File: config.mk
export PLATFORM = sky130hd
export DESIGN_NAME = extirq_sense_ctrl
export DESIGN_NICKNAME = d
export VERILOG_FILES = /design/src/rtl/extirq_pkg.sv /design/src/rtl/extirq_sync.sv /design/src/rtl/extirq_line.sv /design/src/rtl/extirq_nmi.sv /design/src/rtl/extirq_regs.sv /design/src/rtl/extirq_sense_ctrl.sv
export SDC_FILE = /design/constraint.sdc
export NUM_CORES = 1
export LEC_CHECK = 0
export ABC_AREA = 1
export BUFFER_PORTS_ARGS = -buffer_cell sky130_fd_sc_hd__buf_4
export CAP_MARGIN = 20
export CORE_MARGIN = 10
export CORE_UTILIZATION = 58
export CTS_CLUSTER_DIAMETER = 100
export DETAILED_ROUTE_END_ITERATION = 7
export GPL_TIMING_DRIVEN = 0
export PLACE_DENSITY = 0.85
export SYNTH_ARGS = -nofsm -noshare
export SYNTH_HDL_FRONTEND = slang
export SYNTH_HIERARCHICAL = 1
export SYNTH_SLANG_ARGS = --single-unit
File: constraint.sdc
create_clock -name clk -period 2.58 [get_ports clk]
set_input_delay 0.387 -clock clk [delete_from_list [all_inputs] [get_ports clk]]
set_output_delay 0.387 -clock clk [all_outputs]
set_load 0.005 [all_outputs]
File: src/rtl/extirq_pkg.sv
package extirq_pkg;

    typedef enum logic [1:0] {
        SENSE_LEVEL_LOW = 2'd0,
        SENSE_FALL      = 2'd1,
        SENSE_RISE      = 2'd2,
        SENSE_BOTH      = 2'd3
    } sense_mode_e;

    typedef enum logic {
        FLAG_IDLE = 1'b0,
        FLAG_PEND = 1'b1
    } flag_state_e;

    localparam int REG_CTRL_OFS  = 0;
    localparam int REG_SENSE_OFS = 2;
    localparam int REG_STAT_OFS  = 4;

    localparam int CTRL_LEVEL_BIT = 15;
    localparam int CTRL_EDGE_BIT  = 8;
    localparam int CTRL_FLAG_BIT  = 1;

endpackage

File: src/rtl/extirq_sync.sv
module extirq_sync #(
    parameter int   WIDTH      = 1,
    parameter logic IDLE_LEVEL = 1'b1
) (
    input  logic             clk,
    input  logic             rst_n,
    input  logic [WIDTH-1:0] pin_async,
    output logic [WIDTH-1:0] level,
    output logic [WIDTH-1:0] level_prev
);

    logic [WIDTH-1:0] meta_q;

    // two synchroniser stages plus one history stage for edge compare
    always_ff @(posedge clk or negedge rst_n) begin
        if (!rst_n) begin
            meta_q     <= {WIDTH{IDLE_LEVEL}};
            level      <= {WIDTH{IDLE_LEVEL}};
            level_prev <= {WIDTH{IDLE_LEVEL}};
        end else begin
            meta_q     <= pin_async;
            level      <= meta_q;
            level_prev <= level;
        end
    end

endmodule

File: src/rtl/extirq_line.sv
module extirq_line
    import extirq_pkg::*;
(
    input  logic        clk,
    input  logic        rst_n,
    input  logic        level,
    input  logic        level_prev,
    input  sense_mode_e mode,
    input  logic        clr_req,
    output logic        pending
);

    flag_state_e state_q;
    flag_state_e state_d;
    logic        event_hit;

    always_comb begin
        unique case (mode)
            SENSE_LEVEL_LOW: event_hit = !level;
            SENSE_FALL:      event_hit = level_prev && !level;
            SENSE_RISE:      event_hit = !level_prev && level;
            SENSE_BOTH:      event_hit = level ^ level_prev;
            default:         event_hit = 1'b0;
        endcase
    end

    // raise / clear / hold; level mode is forced from the pin every cycle
    always_comb begin
        if (mode == SENSE_LEVEL_LOW) begin
            state_d = event_hit ? FLAG_PEND : FLAG_IDLE;
        end else begin
            unique case (state_q)
                FLAG_IDLE: state_d = event_hit ? FLAG_PEND : FLAG_IDLE;
                FLAG_PEND: state_d = (event_hit || !clr_req) ? FLAG_PEND : FLAG_IDLE;
            endcase
        end
    end

    always_ff @(posedge clk or negedge rst_n) begin
        if (!rst_n) state_q <= FLAG_IDLE;
        else        state_q <= state_d;
    end

    always_comb pending = (state_q == FLAG_PEND);

endmodule

File: src/rtl/extirq_nmi.sv
module extirq_nmi
    import extirq_pkg::*;
(
    input  logic clk,
    input  logic rst_n,
    input  logic level,
    input  logic level_prev,
    input  logic edge_rise,
    input  logic clr_req,
    output logic pending
);

    flag_state_e state_q;
    flag_state_e state_d;
    logic        event_hit;

    always_comb begin
        event_hit = edge_rise ? (!level_prev && level) : (level_prev && !level);
    end

    always_comb begin
        unique case (state_q)
            FLAG_IDLE: state_d = event_hit ? FLAG_PEND : FLAG_IDLE;
            FLAG_PEND: state_d = (event_hit || !clr_req) ? FLAG_PEND : FLAG_IDLE;
        endcase
    end

    always_ff @(posedge clk or negedge rst_n) begin
        if (!rst_n) state_q <= FLAG_IDLE;
        else        state_q <= state_d;
    end

    always_comb pending = (state_q == FLAG_PEND);

endmodule

File: src/rtl/extirq_regs.sv
module extirq_regs
    import extirq_pkg::*;
#(
    parameter int NUM_LINES = 8,
    parameter int DATA_W    = 16,
    parameter int ADDR_W    = 3
) (
    input  logic                   clk,
    input  logic                   rst_n,
    input  logic                   bus_valid,
    input  logic                   bus_write,
    input  logic [ADDR_W-1:0]      bus_addr,
    input  logic [DATA_W-1:0]      bus_wdata,
    output logic [DATA_W-1:0]      bus_rdata,
    input  logic [NUM_LINES-1:0]   line_pending,
    input  logic                   nmi_pending,
    input  logic                   nmi_level,
    output logic [2*NUM_LINES-1:0] sense_q,
    output logic                   nmi_rise_q,
    output logic [NUM_LINES-1:0]   line_clr,
    output logic                   nmi_clr
);

    localparam int SENSE_W = 2 * NUM_LINES;

    logic sel_ctrl, sel_sense, sel_stat;
    logic wr_en, rd_en;

    always_comb begin
        sel_ctrl  = (bus_addr == ADDR_W'(REG_CTRL_OFS));
        sel_sense = (bus_addr == ADDR_W'(REG_SENSE_OFS));
        sel_stat  = (bus_addr == ADDR_W'(REG_STAT_OFS));
        wr_en     = bus_valid && bus_write;
        rd_en     = bus_valid && !bus_write;
    end

    always_ff @(posedge clk or negedge rst_n) begin
        if (!rst_n) begin
            sense_q    <= '0;
            nmi_rise_q <= 1'b0;
        end else begin
            if (wr_en && sel_sense) sense_q    <= bus_wdata[SENSE_W-1:0];
            if (wr_en && sel_ctrl)  nmi_rise_q <= bus_wdata[CTRL_EDGE_BIT];
        end
    end

    always_comb begin
        line_clr = (wr_en && sel_stat) ? ~bus_wdata[NUM_LINES-1:0] : '0;
        nmi_clr  = wr_en && sel_ctrl && !bus_wdata[CTRL_FLAG_BIT];
    end

    always_comb begin
        bus_rdata = '0;
        if (rd_en) begin
            if (sel_ctrl) begin
                bus_rdata[CTRL_LEVEL_BIT] = nmi_level;
                bus_rdata[CTRL_EDGE_BIT]  = nmi_rise_q;
                bus_rdata[CTRL_FLAG_BIT]  = nmi_pending;
            end else if (sel_sense) begin
                bus_rdata[SENSE_W-1:0] = sense_q;
            end else if (sel_stat) begin
                bus_rdata[NUM_LINES-1:0] = line_pending;
            end
        end
    end

endmodule

File: src/rtl/extirq_sense_ctrl.sv
module extirq_sense_ctrl
    import extirq_pkg::*;
#(
    parameter int NUM_LINES = 8,
    parameter int DATA_W    = 16,
    parameter int ADDR_W    = 3
) (
    input  logic                 clk,
    input  logic                 rst_n,
    input  logic [NUM_LINES-1:0] irq_pin,
    input  logic                 nmi_pin,
    input  logic                 bus_valid,
    input  logic                 bus_write,
    input  logic [ADDR_W-1:0]    bus_addr,
    input  logic [DATA_W-1:0]    bus_wdata,
    output logic [DATA_W-1:0]    bus_rdata,
    output logic [NUM_LINES-1:0] irq_req,
    output logic                 nmi_req
);

    logic [NUM_LINES-1:0]   irq_level, irq_prev, line_pending, line_clr;
    logic [2*NUM_LINES-1:0] sense_q;
    logic nmi_level, nmi_prev, nmi_pending, nmi_clr, nmi_rise_q;

    extirq_sync #(.WIDTH(NUM_LINES), .IDLE_LEVEL(1'b1)) u_irq_sync (
        .clk(clk), .rst_n(rst_n), .pin_async(irq_pin),
        .level(irq_level), .level_prev(irq_prev)
    );

    extirq_sync #(.WIDTH(1), .IDLE_LEVEL(1'b1)) u_nmi_sync (
        .clk(clk), .rst_n(rst_n), .pin_async(nmi_pin),
        .level(nmi_level), .level_prev(nmi_prev)
    );

    for (genvar i = 0; i < NUM_LINES; i++) begin : g_line
        extirq_line u_line (
            .clk        (clk),
            .rst_n      (rst_n),
            .level      (irq_level[i]),
            .level_prev (irq_prev[i]),
            .mode       (sense_mode_e'(sense_q[2*i +: 2])),
            .clr_req    (line_clr[i]),
            .pending    (line_pending[i])
        );
    end

    extirq_nmi u_nmi (
        .clk(clk), .rst_n(rst_n), .level(nmi_level), .level_prev(nmi_prev),
        .edge_rise(nmi_rise_q), .clr_req(nmi_clr), .pending(nmi_pending)
    );

    extirq_regs #(.NUM_LINES(NUM_LINES), .DATA_W(DATA_W), .ADDR_W(ADDR_W)) u_regs (
        .clk(clk), .rst_n(rst_n),
        .bus_valid(bus_valid), .bus_write(bus_write), .bus_addr(bus_addr),
        .bus_wdata(bus_wdata), .bus_rdata(bus_rdata),
        .line_pending(line_pending), .nmi_pending(nmi_pending), .nmi_level(nmi_level),
        .sense_q(sense_q), .nmi_rise_q(nmi_rise_q),
        .line_clr(line_clr), .nmi_clr(nmi_clr)
    );

    assign irq_req = line_pending;
    assign nmi_req = nmi_pending;

endmodule

==> results.txt <==
* Outcome: finished, final reports clean
- Gates resized during post-CTS repair numbered 0.
- Wires add up to 6350 um.
- By area the synthesized netlist is led by dfstp_2, dfrtp_1, nand2_1.
* Drt wl/cell: 14.5 um
- The first global-routing pass estimated 10600 um of wire.
- Post-Syn Nets: 370
- Clock-pin slew reported for the worst setup and hold paths after clock tree synthesis: 0.10 ns
- Initial antenna violation count: 0
- After synthesis, the largest family of logic cells by area is simple AND/OR/NAND/NOR gates.
- # hold bufs at CTS: 0
* PortBufs: 55
* Maximum count of clock buffers along a single path: 2
* Via density per instance: 5.26
- Detailed placement ended at an HPWL of 4730 um.
* Share of the clock period used by the worst path after layout: 0.795
* Fraction of the mapped netlist area in adder cells: 0.0737
* Count of antenna diodes in the layout: 0
- Slew at the pin with the worst max-slew slack: 0.639 ns
- Drc violations: 0
- Counting the fill cells in the layout gives 326.
- IO Pins: 57
* Site row count: 24
- The cell area that synthesis handed to floorplanning was 0.00272 mm^2.
- Biggest area consumer among synthesized cells: dfstp_2
- For this configuration, the core starts out at a cell density of 0.611.
- Y dimension of the die: 88.4 um
- Top library cells by usage in the layout, fill and taps aside: nand2_1, buf_4, inv_1
* Ys Warns: 6
- Final #Nets: 432
* Syn Area/Cell: 8.43 um^2
- Based on the critical path, the design can be clocked at up to 488 MHz.
- Measured against the total synthesized area, the mux share comes to 0.
* Postcts setup bufs: 0
* Violation count after the first detailed-routing iteration: 156
- Total clock buffers created by CTS: 5
* Total number of H-tree levels: 2
* Core region area: 0.00444 mm^2
* Count of different cell masters after synthesis: 24
- Maximum number of pins on one net before global-route repair: 54
- The worst setup path is launched from an input pin.
* Global route overflow: 0
- Along the worst path, the maximum fanout reaches 9.
* Worst IR drop on VDD: 478 uV
* Remaining max-slew budget at the tightest pin: 0.574
- Xor/xnor cell area share of the yosys netlist: 0
* Worst setup path class: in -> out
- The placed instances occupy a cell area of 0.00319 mm^2.
- CTS sink count: 53
* Worst Clk Skew: 0.00732 ns
- Relative to the synthesized area, the layout overhead comes to 21.3%.
- Number of max-cap violations: 0
* Setup violations, final: 0
* Compound-gate portion of the synthesized area: 0.0479
- The die is 88.4 um wide.
- TritonCTS built the clock tree.
* Count of endpoints failing hold in the final timing report: 0
* Required time at the endpoint of the critical path: 2.19 ns
* Seq cells post-synth: 53
* Final cell area excluding filler cells: 0.00329 mm^2
- In the final layout, the share of cells above drive strength 1 is 0.304.
- Die area: 0.00782 mm^2
- Final critical delay including setup and external delays: 2.05 ns
- Kind of end point of the critical path: output pin
- For this run, the register share of the synthesized area comes to 0.501.
- Global-route total usage across every layer: 0.172
* Setup TNS after final layout: 0 ns
- Vias after detailed routing: 2297
* Number of max-slew violations in the final report: 0
* Basic-gate share of the synthesized area counting and, or, nand and nor cells: 0.273
- Leading cell type in the layout, fill and taps excluded: nand2_1
* Number of routed nets with antenna violations: 0
* Number of detailed-route iterations in the first pass: 5
- Worst endpoint data arrival time: 1.66 ns
* RSZ-0062 raised after global routing: false
* Area share of the leading cell type in the synthesized netlist: 0.261
* Pleak: 1.72 nW
* Hold Crit Class: in -> async
* Cell at the root of the clock tree: clkbuf_8
- Power spread over the standard cell area amounts to 609 mW/mm^2.
* Worst-skew pair later-pin latency: 0.31 ns
- Number of global-route vias before repair: 2298
- Synthesis produced a netlist whose cell count is 322.
- At the end of routability-driven placement, the weighted congestion stood at 0.835.
[report_power, final]
part	switching (mW)	internal, mW	total [mW]
sequential	0.127	0.958	1.09
clock	0.282	0.223	0.505
combinational	0.223	0.193	0.416
total	0.632	1.37	2.01
[stage by stage]
step / cells / setup slack [ns] / hold WS (ns) / total power [mW] / util
floorplan: 322 / 1.12 / 0.0914 / 1.31 / -
global placement: 429 / 0.609 / 0.345 / 1.49 / 0.718
detailed placement: 429 / 0.584 / 0.348 / 1.51 / 0.718
CTS: 437 / 0.586 / 0.115 / 2.02 / 0.741
global route: 437 / 0.410 / 0.135 / 2.13 / 0.741
finish: 437 / 0.530 / 0.0920 / 2.01 / 0.741
[cell type report]
type	count	area, um^2	share of cell area
flip-flops and latches	53	1360	0.413
repair buffers	55	413	0.125
well taps	52	65.1	0.0198
clock inverters	2	17.5	0.00532
plain buffers	7	57.6	0.0175
inverters	59	226	0.0688
multi-input cells	203	1070	0.325
clock buffers	6	82.6	0.0251
[cells by family after synthesis]
family / count (synthesis)
compound gates: 20
fa+ha+maj: 16
buf+inv: 66
flops: 53
simple gates: 167
[cells in the mapped netlist]
library cell,count
nand2_1,98
inv_1,49
dfstp_2,27
dfrtp_1,26
nor2_1,24
nand3_1,23
ha_1,16
a21oi_1,10
nand4_1,10
a21oi_2,8
inv_2,8
nor3_1,8
buf_2,2
buf_6,2
o21ai_0,2
buf_4,1
clkbuf_1,1
clkbuf_8,1
clkinv_1,1
inv_6,1
nand3_4,1
nand4_4,1
nor2_2,1
nor2_8,1
[final timing paths]
| kind | start | cells after the start | end | slack, ns |
|---|---|---|---|---|
| setup / recovery | bus_write | 5 | bus_rdata[2] | 0.53 |
| hold / removal | rst_n | 1 | u_regs/sense_q[7] | 0.09 |
| setup reg to reg | u_irq_sync/level[6] | 7 | g_line[6].u_line/pending | 1.23 |
| hold reg to reg | u_irq_sync/meta_q[0] | 0 | u_irq_sync/level[0] | 0.36 |
| max in group asynchronous | rst_n | 1 | u_regs/sense_q[11] | 2.06 |
| min in group clk | irq_pin[5] | 1 | u_irq_sync/meta_q[5] | 0.17 |
[per-layer routing]
metal  GRT usage  vias up  part of all wire
met5           0        -                 0
met4      0.0661        0             0.016
met3      0.0460       12             0.069
met2       0.290       78              0.50
met1       0.205     1090              0.42
li1            -     1117                 -
[worst max-delay path, cell delays in order]
cell      delay (ns)
buf_4           0.12
nor2_2          0.36
clkinv_1        0.37
a21oi_1         0.27
buf_4           0.15
[flip-flops by register name, indices dropped and copies added, names as in the netlist, 8 cells and up]
register and count:
g_line.u_line/pending 8, u_irq_sync/level 8, u_irq_sync/level_prev 8, u_irq_sync/meta_q 8
u_regs/sense_q 16
Power figures use the tool's default switching activity.
